File: config.mk
export PLATFORM = sky130hd
export DESIGN_NAME = prio_irq_ctrl
export DESIGN_NICKNAME = d
export VERILOG_FILES = /design/src/rtl/pic_pkg.sv /design/src/rtl/pic_src_slot.sv /design/src/rtl/pic_resolver.sv /design/src/rtl/prio_irq_ctrl.sv
export SDC_FILE = /design/constraint.sdc
export NUM_CORES = 1
export LEC_CHECK = 0
export BUFFER_PORTS_ARGS = -buffer_cell sky130_fd_sc_hd__buf_2
export CAP_MARGIN = 10
export CORE_MARGIN = 2
export CORE_UTILIZATION = 40
export CTS_CLUSTER_SIZE = 16
export DETAILED_ROUTE_END_ITERATION = 8
export HOLD_SLACK_MARGIN = 0.05
export PLACE_DENSITY = 0.58
export REMOVE_ABC_BUFFERS = 1
export SKIP_LAST_GASP = 1
export SYNTH_ARGS = -nofsm -noshare
export SYNTH_HDL_FRONTEND = slang
export SYNTH_HIERARCHICAL = 1
export SYNTH_SLANG_ARGS = --single-unit
File: constraint.sdc
create_clock -name clk -period 17.8 [get_ports clk]
set_input_delay 0.89 -clock clk [delete_from_list [all_inputs] [get_ports clk]]
set_output_delay 0.89 -clock clk [all_outputs]
set_load 0.05 [all_outputs]
File: src/rtl/pic_pkg.sv
// Package: shared constants and the per-source status type of the
// priority interrupt controller. Assumes byte-wide control registers.
package pic_pkg;
    localparam int LVL_W      = 3;
    localparam int SRC_ABORT  = 2;
    localparam int SRC_SERIAL = 3;

    localparam int B_PEND = 7;
    localparam int B_SET  = 6;
    localparam int B_SEL  = 4;
    localparam int B_EN   = 3;

    typedef struct packed {
        logic             pend;
        logic             en;
        logic [LVL_W-1:0] lvl;
    } src_stat_t;
endpackage

File: src/rtl/pic_src_slot.sv
// Module: one interrupt source slot. It holds the control fields, captures
// rising edges of its request line, and takes set/clear writes.
// Assumes: req_in is synchronous to clk; software slots get req_in tied 0.
module pic_src_slot
    import pic_pkg::*;
#(
    parameter bit SW_SRC   = 1'b0,
    parameter bit HAS_LIVE = 1'b0,
    parameter bit HAS_SEL  = 1'b0
) (
    input  logic       clk,
    input  logic       rst_n,
    input  logic       req_in,
    input  logic       wr_hit,
    input  logic       wr_clr,
    input  logic       wr_set,
    input  logic       wr_sel,
    input  logic       wr_en_bit,
    input  logic [2:0] wr_lvl,
    output src_stat_t  stat,
    output logic [7:0] rd_byte
);
    logic prev_q, pend_q, en_q, sel_q;
    logic [LVL_W-1:0] lvl_q;
    logic set_ev;

    // Set event: a hardware rising edge or a software set write.
    always_comb set_ev = (req_in && !prev_q) || (SW_SRC && wr_hit && wr_set);

    // State update: edge history, pending flag (set beats clear), and fields.
    always_ff @(posedge clk) begin
        if (!rst_n) begin
            prev_q <= req_in;
            pend_q <= 1'b0;
            en_q   <= 1'b0;
            lvl_q  <= '0;
            sel_q  <= 1'b0;
        end else begin
            prev_q <= req_in;
            if (set_ev)
                pend_q <= 1'b1;
            else if (wr_hit && wr_clr)
                pend_q <= 1'b0;
            if (wr_hit) begin
                en_q  <= wr_en_bit;
                lvl_q <= wr_lvl;
                sel_q <= wr_sel;
            end
        end
    end

    // Status out and read-back byte.
    always_comb begin
        stat    = '{pend: pend_q, en: en_q, lvl: lvl_q};
        rd_byte = '0;
        rd_byte[B_PEND]  = pend_q;
        rd_byte[B_SET]   = HAS_LIVE ? req_in : 1'b0;
        rd_byte[B_SEL]   = HAS_SEL ? sel_q : 1'b0;
        rd_byte[B_EN]    = en_q;
        rd_byte[2:0]     = lvl_q;
    end


    clear_wins_chk: assert property (@(posedge clk) disable iff (!rst_n)
        (wr_hit && wr_clr && !(req_in && !prev_q) && !(SW_SRC && wr_set)) |=> !pend_q);


    hw_rise_chk: assert property (@(posedge clk) disable iff (!rst_n)
        (!SW_SRC && $rose(pend_q)) |-> $past(req_in));


    sw_rise_chk: assert property (@(posedge clk) disable iff (!rst_n)
        (SW_SRC && $rose(pend_q)) |-> $past(wr_hit && wr_set));
endmodule

File: src/rtl/pic_resolver.sv
// Module: combinational priority resolver. It finds the highest active level,
// and the lowest-index active source at the acknowledged level.
// Assumes: a level of 0 never counts as active.
module pic_resolver
    import pic_pkg::*;
#(
    parameter int NSRC  = 12,
    parameter int IDX_W = 4
) (
    input  src_stat_t        stat [NSRC],
    input  logic             gie,
    input  logic [LVL_W-1:0] ack_lvl,
    output logic [LVL_W-1:0] top_lvl,
    output logic             hit,
    output logic [IDX_W-1:0] hit_idx
);
    logic [NSRC-1:0] act;

    // Active mask: pending, enabled, nonzero level, global enable on.
    always_comb
        for (int i = 0; i < NSRC; i++)
            act[i] = stat[i].pend && stat[i].en && (stat[i].lvl != '0) && gie;

    // Highest level across active sources.
    always_comb begin
        top_lvl = '0;
        for (int i = 0; i < NSRC; i++)
            if (act[i] && stat[i].lvl > top_lvl) top_lvl = stat[i].lvl;
    end

    // Lowest matching index for the acknowledged level (scan downwards).
    always_comb begin
        hit     = 1'b0;
        hit_idx = '0;
        for (int i = NSRC - 1; i >= 0; i--)
            if (act[i] && stat[i].lvl == ack_lvl) begin
                hit     = 1'b1;
                hit_idx = IDX_W'(i);
            end
    end
endmodule

File: src/rtl/prio_irq_ctrl.sv
// Module: top of the vectored priority interrupt controller. It decodes
// register access, builds the source slots, and answers acknowledges
// one cycle later.
// Assumes: iack is a one-cycle strobe; reads are combinational on addr.
module prio_irq_ctrl
    import pic_pkg::*;
#(
    parameter int         NSRC    = 12,
    parameter int         NHW     = 10,
    parameter int         ADDR_W  = 4,
    parameter logic [7:0] VEC_RST = 8'h40
) (
    input  logic             clk,
    input  logic             rst_n,
    input  logic [NHW-1:0]   hw_req,
    input  logic             wr_en,
    input  logic [ADDR_W-1:0] addr,
    input  logic [7:0]       wdata,
    output logic [7:0]       rdata,
    input  logic             iack,
    input  logic [LVL_W-1:0] iack_lvl,
    output logic [LVL_W-1:0] irq_level,
    output logic             vec_valid,
    output logic [7:0]       vec_out,
    output logic             vec_ext,
    output logic             vec_spur
);
    localparam int IDX_W = $clog2(NSRC);
    localparam logic [ADDR_W-1:0] GEN_A  = ADDR_W'(NSRC);
    localparam logic [ADDR_W-1:0] BASE_A = ADDR_W'(NSRC + 1);

    src_stat_t        stat [NSRC];
    logic [7:0]       rd_b [NSRC];
    logic             gie;
    logic [7:0]       vec_base;
    logic [LVL_W-1:0] top_lvl;
    logic             hit, ext_now;
    logic [IDX_W-1:0] hit_idx;

    // Source slots: hardware slots see their line, software slots a tied 0.
    for (genvar i = 0; i < NSRC; i++) begin : g_src
        logic req_i;
        if (i < NHW) begin : g_hw
            assign req_i = hw_req[i];
        end else begin : g_sw
            assign req_i = 1'b0;
        end
        pic_src_slot #(
            .SW_SRC   (i >= NHW),
            .HAS_LIVE (i == SRC_ABORT),
            .HAS_SEL  (i == SRC_SERIAL)
        ) u_slot (
            .clk       (clk),
            .rst_n     (rst_n),
            .req_in    (req_i),
            .wr_hit    (wr_en && addr == ADDR_W'(i)),
            .wr_clr    (wdata[B_PEND]),
            .wr_set    (wdata[B_SET]),
            .wr_sel    (wdata[B_SEL]),
            .wr_en_bit (wdata[B_EN]),
            .wr_lvl    (wdata[2:0]),
            .stat      (stat[i]),
            .rd_byte   (rd_b[i])
        );
    end

    // General control and vector base registers.
    always_ff @(posedge clk) begin
        if (!rst_n) begin
            gie      <= 1'b0;
            vec_base <= VEC_RST;
        end else if (wr_en) begin
            if (addr == GEN_A)  gie      <= wdata[B_SEL];
            if (addr == BASE_A) vec_base <= wdata;
        end
    end

    // Read multiplexer.
    always_comb begin
        rdata = '0;
        for (int i = 0; i < NSRC; i++)
            if (addr == ADDR_W'(i)) rdata = rd_b[i];
        if (addr == GEN_A)  rdata = {3'b000, gie, 4'b0000};
        if (addr == BASE_A) rdata = vec_base;
    end

    pic_resolver #(.NSRC(NSRC), .IDX_W(IDX_W)) u_res (
        .stat    (stat),
        .gie     (gie),
        .ack_lvl (iack_lvl),
        .top_lvl (top_lvl),
        .hit     (hit),
        .hit_idx (hit_idx)
    );

    assign irq_level = top_lvl;

    // Serial winner with device-supplied vector.
    always_comb
        ext_now = hit && (hit_idx == IDX_W'(SRC_SERIAL)) && !rd_b[SRC_SERIAL][B_SEL];

    // Acknowledge response register.
    always_ff @(posedge clk) begin
        if (!rst_n) begin
            vec_valid <= 1'b0;
            vec_out   <= '0;
            vec_ext   <= 1'b0;
            vec_spur  <= 1'b0;
        end else begin
            vec_valid <= iack;
            vec_ext   <= iack && ext_now;
            vec_spur  <= iack && !hit;
            vec_out   <= (iack && hit && !ext_now) ? vec_base + 8'(hit_idx) : 8'h00;
        end
    end


    resp_follows_ack_chk: assert property (@(posedge clk) disable iff (!rst_n)
        vec_valid |-> $past(iack));


    real_vec_level_chk: assert property (@(posedge clk) disable iff (!rst_n)
        (vec_valid && !vec_spur) |-> ($past(iack_lvl) != '0));


    ext_only_on_hit_chk: assert property (@(posedge clk) disable iff (!rst_n)
        vec_ext |-> (vec_valid && !vec_spur && vec_out == 8'h00));
endmodule

### Yosys cells after proc, flatten, opt, wreduce, memory -nomap -nowiden

Cells that the tools add are included.

* output and inout bits: 22
* input port bits: 29
* register bits: 91
* word-level logic and storage cells: 309

* $lt $le $gt $ge: 12
* reduce and logical (&&, ||, !) cells: 143
* mux-type cells: 74
* eq/ne operators: 26
* add/sub/neg operators: 1

Operator list (number)
* 2-to-1 mux 8 bit: 14
* logical AND 1 bit: 102
* 2-to-1 mux 4 bit: 12
* == test 3 bit: 12
* 2-to-1 mux 1 bit: 36
* 2-to-1 mux 3 bit: 12
* nonzero test 3 bit: 12
* greater-than comparator 3 bit: 11
* == test 4 bit, second input constant: 6
* nonzero test 2 bit: 12
* == test 4 x 3 -> 1 bit, second input constant: 4
* zero test 1 bit: 13
* == test 4 x 2 -> 1 bit, second input constant: 3
* adder 8 x 4 -> 8 bit: 1
* AND reduction 2 bit: 3
* == test 4 x 1 -> 1 bit, second input constant: 1
* zero test 4 bit: 1
* greater-than comparator 3 x 1 -> 1 bit, second input constant: 1

### Longest topological paths before layout

Gate-level depths: netlist of run 1.

* depth after elaboration: 38
* gate-level depth with buffers: 74
* gate-level depth less buffers: 73

### Cells and area by module

The synthesis of run 1 kept the hierarchy.

By module, submodules not included
* pic_src_slot (g_src[0].u_slot ...): times used 9, cells an instance 29, seq. area each 120.1 um^2, area each 299.0 um^2
* prio_irq_ctrl: times used 1, cells an instance 310, seq. area each 400.4 um^2, area each 2139.6 um^2
* pic_resolver: times used 1, cells an instance 320, seq. area each 0.0 um^2, area each 2107.0 um^2
* pic_src_slot (g_src[10].u_slot ...): times used 2, cells an instance 30, seq. area each 120.1 um^2, area each 306.5 um^2
* pic_src_slot (g_src[3].u_slot): times used 1, cells an instance 32, seq. area each 140.1 um^2, area each 335.3 um^2

### Worst setup path before layout of run 1

No wires, ideal clock.

* path kind: register -> output
* start point: register g_src[0].u_slot.pend_q
* end point: output irq_level[2]
* stages on the path, launching flop included: 70
* required time: 16910 ps
* arrival time: 13277 ps
* slack: 3633 ps
* path through: dfxtp_1 buf_4 and3_1 nand2_1 ha_1 and3_1 nor3_4 nand2_1 mux2_2 ha_1 o41ai_1 a31o_2 o211ai_1 a32o_1 ha_1 nor2_1 maj3_1 a21oi_1 (+34 left out) a211oi_1 a21o_1 ha_1 nor2_1 a2111oi_4 nor2_1 a211oi_1 nor2_1 ha_1 nor2b_1 o21a_1 o211a_1 mux2i_1 ha_1 a21o_1 a21oi_1 nor2_1 o21ai_0

* cells in the longest elaborated chain, start to end: 38

RTL lines
* start: declaration: line pic_src_slot.sv:23 `logic prev_q, pend_q, en_q, sel_q;`
* start signal: assignment: line pic_src_slot.sv:34 `pend_q <= 1'b0;`
* start signal: assignment: line pic_src_slot.sv:41 `pend_q <= 1'b1;`
* start signal: assignment: line pic_src_slot.sv:43 `pend_q <= 1'b0;`
* logical AND 1 bit (*) (3 in series): line pic_resolver.sv:22 `act[i] = stat[i].pend && stat[i].en && (stat[i].lvl != '0) && gie;`
* logical AND 1 bit (*): line pic_resolver.sv:28 `if (act[i] && stat[i].lvl > top_lvl) top_lvl = stat[i].lvl;`
* 2-to-1 mux 3 bit (*): line pic_resolver.sv:28
* greater-than comparator 3 bit: line pic_resolver.sv:28
* logical AND 1 bit: line pic_resolver.sv:28
* 2-to-1 mux 3 bit (*): line pic_resolver.sv:28
* greater-than comparator 3 bit: line pic_resolver.sv:28
* logical AND 1 bit: line pic_resolver.sv:28
* (+20 left out)
* logical AND 1 bit: line pic_resolver.sv:28
* 2-to-1 mux 3 bit (*): line pic_resolver.sv:28
* greater-than comparator 3 bit: line pic_resolver.sv:28
* logical AND 1 bit: line pic_resolver.sv:28
* 2-to-1 mux 3 bit (*): line pic_resolver.sv:28
* greater-than comparator 3 bit: line pic_resolver.sv:28
* logical AND 1 bit: line pic_resolver.sv:28
* 2-to-1 mux 3 bit (*): line pic_resolver.sv:28
* end: declaration: line prio_irq_ctrl.sv:22 `output logic [LVL_W-1:0] irq_level,`

Mark *: on every way between the ends. The rest lies on a longest branch, timed or not.

### Worst setup path after layout of run 1

* start point: register gie
* end point: output irq_level[0]

* cells in the longest elaborated chain, start to end: 36

RTL lines
* start: declaration: line prio_irq_ctrl.sv:34 `logic gie;`
* start signal: assignment: line prio_irq_ctrl.sv:73 `if (addr == GEN_A) gie <= wdata[B_SEL];`
* logical AND 1 bit: line pic_resolver.sv:22
* logical AND 1 bit: line pic_resolver.sv:28
* 2-to-1 mux 3 bit: line pic_resolver.sv:28
* greater-than comparator 3 bit: line pic_resolver.sv:28
* logical AND 1 bit: line pic_resolver.sv:28
* 2-to-1 mux 3 bit: line pic_resolver.sv:28
* greater-than comparator 3 bit: line pic_resolver.sv:28
* logical AND 1 bit: line pic_resolver.sv:28
* (+20 left out)
* logical AND 1 bit: line pic_resolver.sv:28
* 2-to-1 mux 3 bit: line pic_resolver.sv:28
* greater-than comparator 3 bit: line pic_resolver.sv:28
* logical AND 1 bit: line pic_resolver.sv:28
* 2-to-1 mux 3 bit: line pic_resolver.sv:28
* greater-than comparator 3 bit: line pic_resolver.sv:28
* logical AND 1 bit: line pic_resolver.sv:28
* 2-to-1 mux 3 bit (*): line pic_resolver.sv:28

Marks and branches as above.

==> Implementation_results.wiki, run 1 <==
{| class="wikitable"
! Metric !! Value
|-
| Nature of the critical path startpoint || register
|-
| Slowest cell on the critical path || dfxtp_1
|-
| Clock Tree Root || clkbuf_16
|-
| Max cap viols || 0
|-
| Y dimension of the die || roughly 140 um
|-
| H-tree depth || 3
|-
| Largest cells by area after synthesis || dfxtp_1 (24%), buf_4 (12%), mux2i_1 (8.1%)
|-
| Most used flip-flop cell after synthesis || dfxtp_1
|-
| Clock network fraction of total power || 40.1%
|-
| Max-slew violation count || 0
|-
| Count of unresolved DRC violations after routing || 0
|-
| Fraction of layout cells with a size suffix above 1 || approximately an eighth
|-
| Result of the run || finished clean
|-
| Worst Setup End Kind || primary output
|-
| Number of buffers inserted by port buffering || 50
|-
| Delay-heaviest family, CP || compound AO/OA/AOI/OAI gates
|-
| Clock transition at the registers of the reported paths || around 0.07 ns
|-
| Antenna violations before repair || 0
|-
| Share of the clock period used by the worst path after layout || between 80% and 90%
|-
| CTS tree || yes
|-
| Horiz. Die Dim || approximately 140 um
|-
| Clock insertion delay at the later pin of the skew report || 0.36 ns
|-
| CP most frequent cell || nor2_1
|-
| Final setup violation count || 0
|-
| Most frequent cell after synthesis || buf_4
|-
| Clk sink count || 93
|-
| Worst Tran Pin Value || between 0.8 and 0.9 ns
|-
| Sequential element share of the synthesized area || a little under a quarter
|-
| Buffers and inverters on the worst path || 3
|-
| Switch Pwr || between 0.1 and 0.15 mW
|-
| Final antenna-violating net count || 0
|-
| Layout filler cell count || 2044
|-
| Cell area after synthesis || about 7900 sq um
|-
| Count of routing violations after the opening detailed-route iteration || about 400
|-
| Placement Rows || slightly above 50
|-
| Cell area reported after detailed placement || 7380 sq um
|-
| Crit path arrival time || between 10 and 15 ns
|-
| Biggest area consumer among synthesized cells || dfxtp_1
|-
| Sequential share of power || between 40 and 50%
|-
| N_diodes || 0
|-
| Asr flop ratio synth || 0%
|-
| Leak || approximately 2.9 nW
|-
| Overall routing resource usage || a little under a fifth
|-
| Cell count after synthesis || 983
|-
| Largest fanout on the critical path || 16
|-
| Largest net degree at the start of global routing || 82
|-
| Peak ir drop on the vdd network || 0.0421 mV
|-
| Final WL || between 15 and 20 mm
|-
| Clock Skew || approximately 0.0070 ns
|-
| # hold bufs at CTS || 0
|-
| Initial Util || 40.7%
|-
| Via total after detailed routing || 6185
|-
| Warning count from the yosys run || 6
|-
| Total setup buffers inserted after CTS || 0
|-
| Unrepaired setup endpoints after global routing || false
|-
| Combinational cell fraction of total power || 13.6%
|-
| Time the worst path needs with I/O delays and setup || 15.83 ns
|-
| Post-DP HPWL || about 14 mm
|-
| First-pass GRT wire length || a little over 30 mm
|-
| Area Overhead vs Synth || -2.73%
|-
| Minimum setup slack among reg-to-reg paths || about 14 ns
|-
| Net count of the finished layout || between 900 and 1k
|-
| Worst Reg-to-Reg Cells || 18
|-
| Number of flops mapped to enable cells by yosys || 0
|-
| Final Wtd Congestion || roughly 0.86
|-
| Required time of the critical path || around 17 ns
|-
| Longest Clk Path Bufs || 2
|-
| Final Hold Fails || 0
|-
| Reg-to-Reg Start || gie
|-
| First-pass iteration count of the detailed router || 5
|-
| Critical path destination || irq_level[0]
|-
| Maximum clock rate || about 63 MHz
|-
| Final Cell Area || 7670 sq um
|-
| Number of vias per cell || approximately 5.3
|-
| Average wire per cell in the routed design || about 17 um
|-
| Total negative slack for setup checks || 0 ns
|-
| Switching Fraction || 28.8%
|-
| Post-Place Setup Slack || roughly 2.5 ns
|-
| Number of global-route vias before repair || 5524
|-
| Power density over the cells || a little over 60 nW/um^2
|-
| Relative max-transition margin || 41.8%
|-
| Worst path setup slack after routing || ~2.0 ns
|-
| Count of distinct cell types in the synthesized netlist || 91
|-
| Most used standard cells in the synthesized netlist || buf_4 (123), dfxtp_1 (93), nor2_1 (76), nor2b_1 (66), mux2i_1 (64)
|-
| Ports || 51
|-
| Average size of a mapped cell || ~8.0 sq um
|-
| CP Depth || 70
|-
| Share of Yosys cell area claimed by the top area cell type || between 20% and 30%
|-
| Type of the most critical hold path || register to register
|-
| Grt total ovfl || 0
|-
| Sum of internal, switching and leakage power || approximately 0.47 mW
|-
| CORE AREA || 19400 sq um
|-
| Yosys reg bits || 93
|-
| Internal Dissipation || between 0.3 and 0.4 mW
|-
| Delay of the slowest cell on the worst path || 0.68 ns
|-
| Worst reg2reg path endpoint || vec_out[6]
|-
| Type of the setup path with the least slack || register to primary output
|-
| Total die area || around 21000 sq um
|-
| Worst setup path start || gie
|-
| Total clock buffers created by CTS || 9
|-
| Total of cells resized after clock tree synthesis || 0
|}
==> kinds of logic after synthesis <==
kind of cell | share of synthesized area, %
AND/OR/NAND/NOR | 23.5
buffers and inverters | 17.1
AO/OA/AOI/OAI | 17.2
flip-flops | 23.6
multiplexers | 9.74
XOR/XNOR | 4.33
adder cells (fa/ha/maj) | 3.84
other | 0.619
==> state kept, by name, summed over array words and instances, names as in the netlist <==
name / cells
g_src.u_slot/sel_q: 1
g_src.u_slot/pend_q: 12
vec_base: 8
g_src.u_slot/en_q: 12
g_src.u_slot/prev_q: 12
vec_valid: 1
vec_out: 8
g_src.u_slot/lvl_q: 36
gie: 1
vec_ext: 1
vec_spur: 1
==> worst min path at each step <==
| stage | from | to | slack, ns | depth (start not counted) |
|---|---|---|---|---|
| 6_report | vec_base[3] | vec_base[3] | 0.49 | 2 |
| 4_1_cts | vec_base[3] | vec_base[3] | 0.49 | 2 |
| 2_1_floorplan | vec_base[3] | vec_base[3] | 0.45 | 2 |
| 5_1_grt | vec_base[2] | vec_base[2] | 0.53 | 2 |
| 3_3_place_gp | vec_base[3] | vec_base[3] | 0.48 | 2 |
| 3_5_place_dp | vec_base[3] | vec_base[3] | 0.48 | 2 |
==> per-layer routing <==
layer,up-vias,part of all wire [%],GRT usage (%)
met5,-,0,0
met4,0,0.95,3.68
met3,17,4.7,3.21
met2,145,46,30.9
met1,2912,48,26.5
li1,3111,-,-
==> final cells by class <==
class	count	area [sq um]	area share [%]
clock buffer	10	239	3.12
clock inverter	6	51.3	0.669
inverter	37	139	1.81
multi-input combinational	710	4770	62.2
sequential	93	1860	24.3
tap	265	332	4.32
timing repair buffer	54	280	3.65
==> worst register-to-register path, delay by kind of cell, from the launching register on <==
kind	cells	cell delay, ns
simple gates	8	1.03
xor+xnor	1	0.13
buf+inv	1	0.06
fa+ha+maj	2	0.63
flops	1	0.68
compound gates	6	1.12
==> power by group through the flow <==
stage          combinational [mW]  clock (mW)  sequential (mW)
2_1_floorplan              0.0374           0            0.223
3_3_place_gp               0.0640           0            0.224
3_5_place_dp               0.0645           0            0.224
4_1_cts                    0.0646       0.194            0.219
5_1_grt                    0.0707       0.204            0.220
6_report                   0.0646       0.190            0.219
==> layout by cell type, fill, tap and decap left out, types with 10 or more instances in the layout <==
cell,n
nand2_2,11
o21ai_1,11
nor3_1,17
nor2_1,76
dfxtp_1,93
nor2b_1,66
a21oi_1,38
ha_1,21
inv_1,35
nand3_1,35
xnor2_1,30
buf_2,50
o22ai_1,10
a31o_1,14
and3_1,12
nand2_1,59
and3b_1,10
and2_1,10
mux2i_1,64
o21ai_0,19
conb_1,38
==> metrics by stage <==
| stage | utilization [%] | cells | hold slack [ns] |
|---|---|---|---|
| floorplan | - | 840 | 0.453 |
| global placement | 38.0 | 1159 | 0.478 |
| detailed placement | 38.0 | 1159 | 0.476 |
| CTS | 39.5 | 1175 | 0.488 |
| global route | 39.5 | 1175 | 0.526 |
| finish | 39.5 | 1175 | 0.489 |
No activity file was read; power rests on OpenSTA's default activity.
==> run 2, diff against run 1 <==
- CORE_ASPECT_RATIO: not set -> 1.5
- CORE_UTILIZATION: 40 -> 33
- PLACE_DENSITY: 0.58 -> 0.51
- clock period: 17.8 -> 14.28 ns (I/O delays scaled with it)
==> run 2 against run 1 <==
- final cell count increased by 7.3%
- cell area is 8.9% higher
- sequential share of layout area is 1.9 points lower
- critical endpoint unchanged
- combinational power grew 30%
- die area increased by 21%
==> Implementation_results.wiki, run 2 (synthesis results as in run 1) <==
{| class="wikitable"
! Metric !! Value
|-
| Final Wtd Congestion || a little over 0.8
|-
| Power density over the cells || ~74 nW/um^2
|-
| Longest Clk Path Bufs || 2
|-
| Routed length on met3 || 607 um
|-
| Nature of the critical path startpoint || register
|-
| Type of the most critical hold path || input port to register
|-
| Required time of the critical path || 13.57 ns
|-
| Clk sink count || between 90 and 100
|-
| Average wire per cell in the routed design || roughly 18 um
|-
| N_diodes || 0
|-
| First-pass iteration count of the detailed router || 5
|-
| Antenna violations before repair || 2
|-
| Result of the run || finished clean
|-
| Clock transition at the registers of the reported paths || about 0.070 ns
|-
| Y dimension of the die || about 190 um
|-
| Max cap viols || 0
|-
| Initial Util || 33.5%
|-
| Largest fanout on the critical path || 6
|-
| Type of the setup path with the least slack || register to primary output
|-
| CP most frequent cell || ha_4
|-
| Post-layout instance count excluding filler cells || about 1.3k
|-
| Number of global-route vias before repair || around 6k
|-
| Commonest non-fill, non-tap cells in the layout || dfxtp_1 (90), nor2_1 (69), nor2b_1 (66), mux2i_1 (63), nand2_1 (56)
|-
| Final Hold Fails || 0
|-
| Final antenna-violating net count || 0
|-
| Sum of internal, switching and leakage power || slightly above 0.6 mW
|-
| CTS tree || yes
|-
| CORE AREA || roughly 24000 sq um
|-
| Count of unresolved DRC violations after routing || 0
|-
| Net count of the finished layout || 989
|-
| Share of the clock period used by the worst path after layout || a little over nine tenths
|-
| Maximum clock rate || a little over 70 MHz
|-
| Worst Setup End Kind || primary output
|-
| Relative max-transition margin || a little under two fifths
|-
| # hold bufs at CTS || 0
|-
| Max-slew violation count || 0
|-
| Grt total ovfl || 0
|-
| Area Overhead vs Synth || 5.97%
|-
| Clock Tree Root || clkbuf_16
|-
| Clock Skew || between 0.01 and 0.015 ns
|-
| Peak ir drop on the vdd network || around 0.055 mV
|-
| Time the worst path needs with I/O delays and setup || ~14 ns
|-
| Unrepaired setup endpoints after global routing || true
|-
| Post-DP HPWL || 15.7 mm
|-
| Delay of the slowest cell on the worst path || ~0.40 ns
|-
| Overall routing resource usage || 17.6%
|-
| H-tree depth || 3
|-
| Ports || 51
|-
| Final Hold Slack || 0.468 ns
|-
| Leak || 3.10 nW
|-
| Via total after detailed routing || roughly 6.4k
|-
| Minimum setup slack among reg-to-reg paths || ~11 ns
|-
| Horiz. Die Dim || roughly 130 um
|-
| Largest net degree at the start of global routing || 82
|-
| Total die area || 25200 sq um
|-
| Delay-heaviest family, CP || compound AO/OA/AOI/OAI gates
|-
| Most frequent standard cell in the layout excluding fill and tap cells || dfxtp_1
|-
| Number of buffers inserted by port buffering || 50
|-
| Crit path arrival time || around 13 ns
|-
| Count of routing violations after the opening detailed-route iteration || around 360
|-
| Metal1 wirelength || ~9.4 mm
|-
| Worst Tran Pin Value || between 0.9 and 1 ns
|-
| Placement Rows || between 60 and 70
|-
| Max FFs per register || 36
|-
| Routed length on met2 || between 10 and 15 mm
|-
| Clock insertion delay at the later pin of the skew report || around 0.36 ns
|-
| Top layer in use || met5
|-
| Largest reg by FF count || g_src.u_slot/lvl_q
|-
| Buffers and inverters on the worst path || 3
|-
| First-pass GRT wire length || between 30 and 40 mm
|-
| Total clock buffers created by CTS || 9
|-
| Number of placed instances, taps included || 1221
|-
| Fraction of layout cells with a size suffix above 1 || a little over a fifth
|-
| Final WL || between 20 and 25 mm
|-
| Slowest cell on the critical path || mux2_2
|-
| Final setup violation count || 0
|-
| Number of vias per cell || around 5.1
|}
[run 2: layout make-up]
type | instances | area, sq um
clock buffer | 10 | 229
clock inverter | 5 | 85.1
fill | 2463 | 15200
inverter | 37 | 139
multi-input combinational | 710 | 5100
sequential | 93 | 1870
tap | 319 | 399
timing repair buffer | 87 | 537
[run 2: timing repair]
action,CTS,global route
resized for setup,15,58
setup buffers,16,9
pin swaps,3,45
hold endpoints to repair,0,0
endpoints found under the setup margin,3,3
[run 2: metrics by stage]
step	worst slack [ns]	util [%]	cell area (sq um)	TNS [ns]
after global routing	-0.244	35.5	8360	-0.576
after global placement	0.129	31.9	7510	0
after detailed placement	-0.196	31.9	7510	-0.399
after floorplan	0.148	-	6770	0
final	0.449	35.5	8360	0
after CTS	0.0252	34.0	8010	0
[run 2: worst paths after layout]
kind / startpoint / to / depth (start not counted)
min: hw_req[7] / g_src[7].u_slot/prev_q / 1
max: g_src[0].u_slot/en_q / irq_level[0] / 69
max reg2reg: gie / vec_out[6] / 19
min reg2reg: g_src[0].u_slot/pend_q / g_src[0].u_slot/pend_q / 1
[run 2: report_power, final]
part	internal, mW	total (mW)	switching [mW]
registers	0.266	0.273	0.00689
clock network	0.154	0.262	0.109
logic	0.0303	0.0842	0.0538
total	0.450	0.620	0.169
[run 2: per-layer routing]
layer | vias up | track usage (%)
met5 | - | 0
li1 | 3167 | -
met2 | 114 | 31.1
met1 | 3051 | 20.6
met3 | 50 | 2.49
met4 | 4 | 8.16
